--- config.mk ---
export PLATFORM = sky130hd
export DESIGN_NAME = rs_issue_pool
export DESIGN_NICKNAME = d
export VERILOG_FILES = /design/src/rtl/rs_pkg.sv /design/src/rtl/rs_free_find.sv /design/src/rtl/rs_oldest_pick.sv /design/src/rtl/rs_slot.sv /design/src/rtl/rs_issue_pool.sv
export SDC_FILE = /design/constraint.sdc
export NUM_CORES = 1
export LEC_CHECK = 0
export BUFFER_PORTS_ARGS = -buffer_cell sky130_fd_sc_hd__buf_2
export CORE_MARGIN = 3
export CORE_UTILIZATION = 35
export DETAILED_ROUTE_END_ITERATION = 10
export PLACE_DENSITY = 0.6
export SLEW_MARGIN = 10
export SYNTH_ARGS = -nofsm -noshare
export SYNTH_HDL_FRONTEND = slang
export SYNTH_SLANG_ARGS = --single-unit
--- constraint.sdc ---
create_clock -name clk -period 5.3 [get_ports clk]
set_clock_uncertainty 0.05 [all_clocks]
set_input_delay 0.53 -clock clk [delete_from_list [all_inputs] [get_ports clk]]
set_output_delay 0.53 -clock clk [all_outputs]
set_load 0.005 [all_outputs]
--- src/rtl/rs_pkg.sv ---
package rs_pkg;
    typedef enum logic [1:0] {
        SLOT_FREE  = 2'd0,
        SLOT_WAIT  = 2'd1,
        SLOT_READY = 2'd2
    } slot_state_e;
endpackage

--- src/rtl/rs_free_find.sv ---
module rs_free_find #(
    parameter int NUM_SLOTS = 4
) (
    input  logic [NUM_SLOTS-1:0] busy,
    output logic [NUM_SLOTS-1:0] sel,
    output logic                 any_free
);
    always_comb begin
        sel      = '0;
        any_free = 1'b0;
        for (int i = 0; i < NUM_SLOTS; i++) begin
            if (!busy[i] && !any_free) begin
                sel[i]   = 1'b1;
                any_free = 1'b1;
            end
        end
    end
endmodule

--- src/rtl/rs_oldest_pick.sv ---
module rs_oldest_pick #(
    parameter int NUM_SLOTS = 4,
    parameter int AGE_W     = 2
) (
    input  logic [NUM_SLOTS-1:0]            req,
    input  logic [NUM_SLOTS-1:0][AGE_W-1:0] age,
    output logic [NUM_SLOTS-1:0]            grant,
    output logic [AGE_W-1:0]                pick_idx,
    output logic [AGE_W-1:0]                pick_age,
    output logic                            any_req
);
    always_comb begin
        grant    = '0;
        pick_idx = '0;
        pick_age = '0;
        any_req  = 1'b0;
        for (int i = 0; i < NUM_SLOTS; i++) begin
            if (req[i] && (!any_req || age[i] < pick_age)) begin
                any_req  = 1'b1;
                pick_idx = AGE_W'(i);
                pick_age = age[i];
            end
        end
        if (any_req) begin
            grant[pick_idx] = 1'b1;
        end
    end
endmodule

--- src/rtl/rs_slot.sv ---
module rs_slot
    import rs_pkg::*;
#(
    parameter int DATA_W = 32,
    parameter int TAG_W  = 4,
    parameter int OP_W   = 4,
    parameter int AGE_W  = 2
) (
    input  logic              clk,
    input  logic              rst_n,
    input  logic              load,
    input  logic [OP_W-1:0]   ld_op,
    input  logic [TAG_W-1:0]  ld_dst,
    input  logic [TAG_W-1:0]  ld_a_tag,
    input  logic [DATA_W-1:0] ld_a_val,
    input  logic [TAG_W-1:0]  ld_b_tag,
    input  logic [DATA_W-1:0] ld_b_val,
    input  logic [AGE_W-1:0]  ld_age,
    input  logic              bc_hit,
    input  logic [TAG_W-1:0]  bc_tag,
    input  logic [DATA_W-1:0] bc_val,
    input  logic              take,
    input  logic              age_dec,
    output logic              busy,
    output logic              req,
    output logic [AGE_W-1:0]  age,
    output logic [OP_W-1:0]   op,
    output logic [TAG_W-1:0]  dst,
    output logic [DATA_W-1:0] a_val,
    output logic [DATA_W-1:0] b_val
);
    slot_state_e state_q, state_d;

    logic              a_rdy_q, b_rdy_q;
    logic [TAG_W-1:0]  a_tag_q, b_tag_q;
    logic [DATA_W-1:0] a_val_q, b_val_q;
    logic [OP_W-1:0]   op_q;
    logic [TAG_W-1:0]  dst_q;
    logic [AGE_W-1:0]  age_q;

    // capture of a broadcast by the incoming instruction
    logic              a_snoop, b_snoop;
    logic              a_rdy_ld, b_rdy_ld;
    logic [DATA_W-1:0] a_val_ld, b_val_ld;
    // capture by an instruction already waiting
    logic              a_wake, b_wake;

    always_comb begin
        a_snoop  = (ld_a_tag != '0) && bc_hit && (bc_tag == ld_a_tag);
        b_snoop  = (ld_b_tag != '0) && bc_hit && (bc_tag == ld_b_tag);
        a_rdy_ld = (ld_a_tag == '0) || a_snoop;
        b_rdy_ld = (ld_b_tag == '0) || b_snoop;
        a_val_ld = a_snoop ? bc_val : ld_a_val;
        b_val_ld = b_snoop ? bc_val : ld_b_val;
        a_wake   = (state_q == SLOT_WAIT) && !a_rdy_q && bc_hit && (bc_tag == a_tag_q);
        b_wake   = (state_q == SLOT_WAIT) && !b_rdy_q && bc_hit && (bc_tag == b_tag_q);
    end

    // state register
    always_ff @(posedge clk) begin
        if (!rst_n) begin
            state_q <= SLOT_FREE;
        end else begin
            state_q <= state_d;
        end
    end

    // transitions
    always_comb begin
        state_d = state_q;
        unique case (state_q)
            SLOT_FREE: begin
                if (load) begin
                    state_d = (a_rdy_ld && b_rdy_ld) ? SLOT_READY : SLOT_WAIT;
                end
            end
            SLOT_WAIT: begin
                if ((a_rdy_q || a_wake) && (b_rdy_q || b_wake)) begin
                    state_d = SLOT_READY;
                end
            end
            SLOT_READY: begin
                if (take) begin
                    state_d = SLOT_FREE;
                end
            end
            default: state_d = SLOT_FREE;
        endcase
    end

    // outputs
    always_comb begin
        busy  = (state_q != SLOT_FREE);
        req   = (state_q == SLOT_READY);
        age   = age_q;
        op    = op_q;
        dst   = dst_q;
        a_val = a_val_q;
        b_val = b_val_q;
    end

    // payload and operand capture
    always_ff @(posedge clk) begin
        if (!rst_n) begin
            a_rdy_q <= 1'b0;
            b_rdy_q <= 1'b0;
            a_tag_q <= '0;
            b_tag_q <= '0;
            a_val_q <= '0;
            b_val_q <= '0;
            op_q    <= '0;
            dst_q   <= '0;
            age_q   <= '0;
        end else if (load && state_q == SLOT_FREE) begin
            a_rdy_q <= a_rdy_ld;
            b_rdy_q <= b_rdy_ld;
            a_tag_q <= ld_a_tag;
            b_tag_q <= ld_b_tag;
            a_val_q <= a_val_ld;
            b_val_q <= b_val_ld;
            op_q    <= ld_op;
            dst_q   <= ld_dst;
            age_q   <= ld_age;
        end else begin
            if (a_wake) begin
                a_rdy_q <= 1'b1;
                a_val_q <= bc_val;
            end
            if (b_wake) begin
                b_rdy_q <= 1'b1;
                b_val_q <= bc_val;
            end
            if (age_dec) begin
                age_q <= age_q - 1'b1;
            end
        end
    end
endmodule

--- src/rtl/rs_issue_pool.sv ---
module rs_issue_pool #(
    parameter int NUM_SLOTS = 4,
    parameter int DATA_W    = 32,
    parameter int TAG_W     = 4,
    parameter int OP_W      = 4,
    localparam int AGE_W    = (NUM_SLOTS > 1) ? $clog2(NUM_SLOTS) : 1,
    localparam int CNT_W    = $clog2(NUM_SLOTS + 1)
) (
    input  logic              clk,
    input  logic              rst_n,
    input  logic              ins_valid,
    output logic              ins_ready,
    input  logic [OP_W-1:0]   ins_op,
    input  logic [TAG_W-1:0]  ins_dst,
    input  logic [TAG_W-1:0]  ins_a_tag,
    input  logic [DATA_W-1:0] ins_a_val,
    input  logic [TAG_W-1:0]  ins_b_tag,
    input  logic [DATA_W-1:0] ins_b_val,
    input  logic              bc_valid,
    output logic              bc_ready,
    input  logic [TAG_W-1:0]  bc_tag,
    input  logic [DATA_W-1:0] bc_val,
    output logic              iss_valid,
    input  logic              iss_ready,
    output logic [OP_W-1:0]   iss_op,
    output logic [TAG_W-1:0]  iss_dst,
    output logic [DATA_W-1:0] iss_a,
    output logic [DATA_W-1:0] iss_b,
    output logic [CNT_W-1:0]  used_count
);
    logic [NUM_SLOTS-1:0]             slot_busy;
    logic [NUM_SLOTS-1:0]             slot_req;
    logic [NUM_SLOTS-1:0]             slot_load;
    logic [NUM_SLOTS-1:0]             slot_grant;
    logic [NUM_SLOTS-1:0]             slot_take;
    logic [NUM_SLOTS-1:0]             slot_age_dec;
    logic [NUM_SLOTS-1:0][AGE_W-1:0]  slot_age;
    logic [NUM_SLOTS-1:0][OP_W-1:0]   slot_op;
    logic [NUM_SLOTS-1:0][TAG_W-1:0]  slot_dst;
    logic [NUM_SLOTS-1:0][DATA_W-1:0] slot_a;
    logic [NUM_SLOTS-1:0][DATA_W-1:0] slot_b;

    logic [NUM_SLOTS-1:0] free_sel;
    logic                 any_free;
    logic [AGE_W-1:0]     pick_idx;
    logic [AGE_W-1:0]     pick_age;
    logic                 any_req;
    logic                 ins_fire;
    logic                 iss_fire;
    logic                 bc_hit;
    logic [CNT_W-1:0]     cnt;
    logic [CNT_W-1:0]     new_rank;

    rs_free_find #(.NUM_SLOTS(NUM_SLOTS)) free_i (
        .busy     (slot_busy),
        .sel      (free_sel),
        .any_free (any_free)
    );

    rs_oldest_pick #(.NUM_SLOTS(NUM_SLOTS), .AGE_W(AGE_W)) pick_i (
        .req      (slot_req),
        .age      (slot_age),
        .grant    (slot_grant),
        .pick_idx (pick_idx),
        .pick_age (pick_age),
        .any_req  (any_req)
    );

    always_comb begin
        cnt = '0;
        for (int i = 0; i < NUM_SLOTS; i++) begin
            cnt = cnt + CNT_W'(slot_busy[i]);
        end
        ins_ready  = any_free;
        ins_fire   = ins_valid && any_free;
        iss_valid  = any_req;
        iss_fire   = any_req && iss_ready;
        bc_ready   = 1'b1;
        bc_hit     = bc_valid && (bc_tag != '0);
        used_count = cnt;
        new_rank   = cnt - CNT_W'(iss_fire);
        iss_op     = slot_op[pick_idx];
        iss_dst    = slot_dst[pick_idx];
        iss_a      = slot_a[pick_idx];
        iss_b      = slot_b[pick_idx];
    end

    for (genvar g = 0; g < NUM_SLOTS; g++) begin : g_slot
        always_comb begin
            slot_load[g]    = ins_fire && free_sel[g];
            slot_take[g]    = iss_fire && slot_grant[g];
            slot_age_dec[g] = iss_fire && slot_busy[g] && (slot_age[g] > pick_age);
        end

        rs_slot #(
            .DATA_W (DATA_W),
            .TAG_W  (TAG_W),
            .OP_W   (OP_W),
            .AGE_W  (AGE_W)
        ) slot_i (
            .clk      (clk),
            .rst_n    (rst_n),
            .load     (slot_load[g]),
            .ld_op    (ins_op),
            .ld_dst   (ins_dst),
            .ld_a_tag (ins_a_tag),
            .ld_a_val (ins_a_val),
            .ld_b_tag (ins_b_tag),
            .ld_b_val (ins_b_val),
            .ld_age   (new_rank[AGE_W-1:0]),
            .bc_hit   (bc_hit),
            .bc_tag   (bc_tag),
            .bc_val   (bc_val),
            .take     (slot_take[g]),
            .age_dec  (slot_age_dec[g]),
            .busy     (slot_busy[g]),
            .req      (slot_req[g]),
            .age      (slot_age[g]),
            .op       (slot_op[g]),
            .dst      (slot_dst[g]),
            .a_val    (slot_a[g]),
            .b_val    (slot_b[g])
        );
    end
endmodule

==> flow_metrics.tcl <==
set metrics [dict create \
    outcome "complete, no violations" \
    crit_path_start "g_slot[0].slot_i.state_q[0]" \
    crit_fanout 5 \
    grt.met1_usage_pct 28.6 \
    finish.utilization_pct 41.9 \
    grt_usage_pct 21.4 \
    fp.dieArea_um2 55500 \
    cp_slowest_cell "a221o_1" \
    clockRootBuffer "clkbuf_16" \
    design.core.area_um2 51700 \
    synthArstFlopShare_pct 0 \
    port_buffers 197 \
    finalMaxSlewViolations 0 \
    seq_area_frac_synth_pct 37.3 \
    fin_total_pwr_mw 7.82 \
    rsz0062_at_grt "true" \
    finalSetupViolations 0 \
    place_hpwl_um 37400 \
    max_stage_delay_ns 0.43 \
    dieWidth_um 236 \
    path_clk_slew_ns 0.06 \
    busiest_layer "met2" \
    power.leakage_nw 8.39 \
    wl_per_cell_um 21.7 \
    cp-start-kind "register" \
    holdBufCountCts 0 \
    place_area_um2 19600 \
    fin_area_um2 21700 \
    r2r_start "g_slot[0].slot_i.state_q[0]" \
    synth_edf_count 0 \
    via_per_inst 5.82 \
    irDropWorstVdd_mv 0.234 \
    p_per_area_nw_per_um2 361 \
    fin_nets 2360 \
    start_util_pct 35.7 \
    setup-tns-final_ns 0 \
    grt_pass1_wl_um 96100 \
    critPathArrivalTime_ns 4.71 \
    cts_buffers 43 \
    tightest_slew_ns 1.31 \
    synthCells 2155 \
    met2_usage_pct 35.4 \
    hold_class "primary input to register" \
    die_y_um 236 \
    hp-start "iss_ready" \
    syn2layout_area_growth_pct 17.6 \
    boundaryPins 199 \
    grt_util_met3_pct 3.29 \
    yosysUniqueCellTypes 67 \
    syn_avg_cell_area_um2 8.56 \
    cts-htree-levels 2 \
    required_ns 4.72 \
    first_pass_iters 5 \
    cts_sinks 344 \
    grt_max_degree 186 \
    grt_pass1_vias 16440 \
    layout_setup_ws_ns 0.00649 \
    syn_nets 2293 \
    crit_chain "and2b_4 -> nand2_4 -> ha_4 -> a21oi_4 -> o21a_2 -> a21o_1 -> inv_2 -> ha_4 -> nor2_1 -> o21a_2 -> a21oi_4 -> mux2i_2 -> ha_4 -> nor4b_2 -> a21bo_1 -> o21ba_4 -> or2_4 -> buf_16 -> a221o_1 -> buf_2" \
    synthesis.area_um2 18400 \
    row_count 83 \
    antenna_found_initial 2 \
    slew-limit-headroom_pct 11.8 \
    synth-seq-cells 344 \
    fmax_mhz 189 \
    fin_crit_sh_pct 99.9 \
    yosys_warnings 0 \
    drt_iter0_drc 1474 \
    cp_common_cell "ha_4" \
    hold_viol 0 \
    drc_errors 0 \
    cts_tree "yes" \
    vias 17075 \
    postRouteAntennaNets 0 \
    max_cap_violations 0 \
    period_needed_ns 5.29 \
    gr-total-overflow 0 \
    pre_cts_ws_ns -0.0992 \
    gp_congestion 0.856 \
    clock_tree.buffer_depth 3 \
    holdPathStages 2 \
    worst_setup_path_end_kind "output port" \
    yosys_most_used_dff "dfxtp_1" \
    routed_wl_um 63800 \
    path_class "register to output port" \
    insertion_delay_ns 0.56 \
    drive_gt1_share_pct 21.0 \
    r2r_cells 25 \
]
metrics by stage:
step | cells | hold slack [ns]
after floorplan | 2155 | 0.386
after global routing | 2935 | 0.183
after detailed placement | 2837 | 0.397
after CTS | 2922 | 0.164
after global placement | 2837 | 0.391
final | 2935 | 0.195
synth_stat cells (3+ instances only):
cell         n  area, µm²
nand2_1    296       1110
o211a_1      3       30.0
o311a_1      3       30.0
nor2_1     119        447
buf_4       24        180
nor2b_1    163       1020
mux2i_1     66        661
nor3b_1      3       22.5
dfxtp_1    344       6890
and2b_1      3       22.5
nand3_1      5       25.0
buf_2       64        320
a2111oi_0    5       43.8
a21oi_1    146        731
clkbuf_2     3       15.0
inv_1       17       63.8
buf_1        4       15.0
nor3_1      17       85.1
o21ai_0      6       30.0
xnor2_1     28        245
nand2b_1     4       25.0
nand4_1      5       31.3
a211oi_1   424       3180
ha_1        16        200
and2_1       5       31.3
a221o_1     72        721
xor2_1      17        149
clkbuf_1   134        503
buf_6        7       78.8
nor4_1       7       43.8
mux2_2      96       1080
o21a_1       5       37.5
registers in the layout, indices dropped and copies added (netlist names):
| register | cells |
|---|---|
| g_slot.slot_i.age | 8 |
| g_slot.slot_i.a_tag_q | 16 |
| g_slot.slot_i.b_tag_q | 16 |
| g_slot.slot_i.dst | 16 |
| g_slot.slot_i.a_val | 128 |
| g_slot.slot_i.state_q | 8 |
| g_slot.slot_i.op | 16 |
| g_slot.slot_i.a_rdy_q | 4 |
| g_slot.slot_i.b_rdy_q | 4 |
| g_slot.slot_i.b_val | 128 |
cell usage in the layout (no fill, tap or decap), drive strengths merged, types with 8 or more instances in the layout:
| master | count |
|---|---|
| a211oi | 424 |
| dfxtp | 344 |
| xor2 | 17 |
| mux2i | 66 |
| clkbuf | 71 |
| buf | 252 |
| nor3 | 17 |
| mux2 | 96 |
| nand2 | 296 |
| a221o | 72 |
| ha | 16 |
| a21oi | 148 |
| nor2 | 119 |
| inv | 18 |
| nor2b | 163 |
| xnor2 | 28 |
| o21ai | 8 |
per-layer routing:
layer / routed length, µm / share of wire (%)
met2: 30500 / 48
met4: 1540 / 2.4
met5: 7 / 0.011
met3: 3440 / 5.4
met1: 28300 / 44
final timing paths:
check | end | slack [ns]
hold reg to reg | g_slot[2].slot_i.op[3] | 0.40
setup / recovery | iss_b[1] | 0.006
hold / removal | g_slot[2].slot_i.state_q[1] | 0.20
setup reg to reg | g_slot[3].slot_i.age[1] | 0.21
worst max-delay path: cells and delay by family (launching register included):
family	cells	cell delay, ns
fa+ha+maj	3	0.70
compound gates	8	1.67
simple gates	5	0.74
flops	1	0.30
mux	1	0.34
buf+inv	3	0.40
cell type report:
type                            count  area [µm²]
Timing Repair Buffer              257        1690
Antenna cell                        1        2.50
Sequential cell                   344        6890
Tap cell                          680         851
Multi-Input combinational cell   1558       10700
Clock buffer                       66        1360
Fill cell                        5032       30000
Clock inverter                     11         144
Inverter                           18        75.1
kinds of logic after synthesis:
group	count (synthesis)	share of synthesized area, %
flops	344	37.3
mux	162	9.45
fa+ha+maj	17	1.19
other cells	1	0.0203
simple gates	639	16.0
xor+xnor	45	2.14
compound gates	693	27.4
buf+inv	254	6.40
timing repair:
item	CTS	global route
endpoints found under the setup margin	79	80
cloned	2	6
setup buffers	6	6
pin swaps	7	18
resized for setup	21	27
power by group:
part           total [mW]  internal [mW]  switching, mW
sequential           3.00           2.86          0.138
combinational        1.73          0.735           1.00
clock                3.08           1.90           1.18
Power figures use the tool's default switching activity.
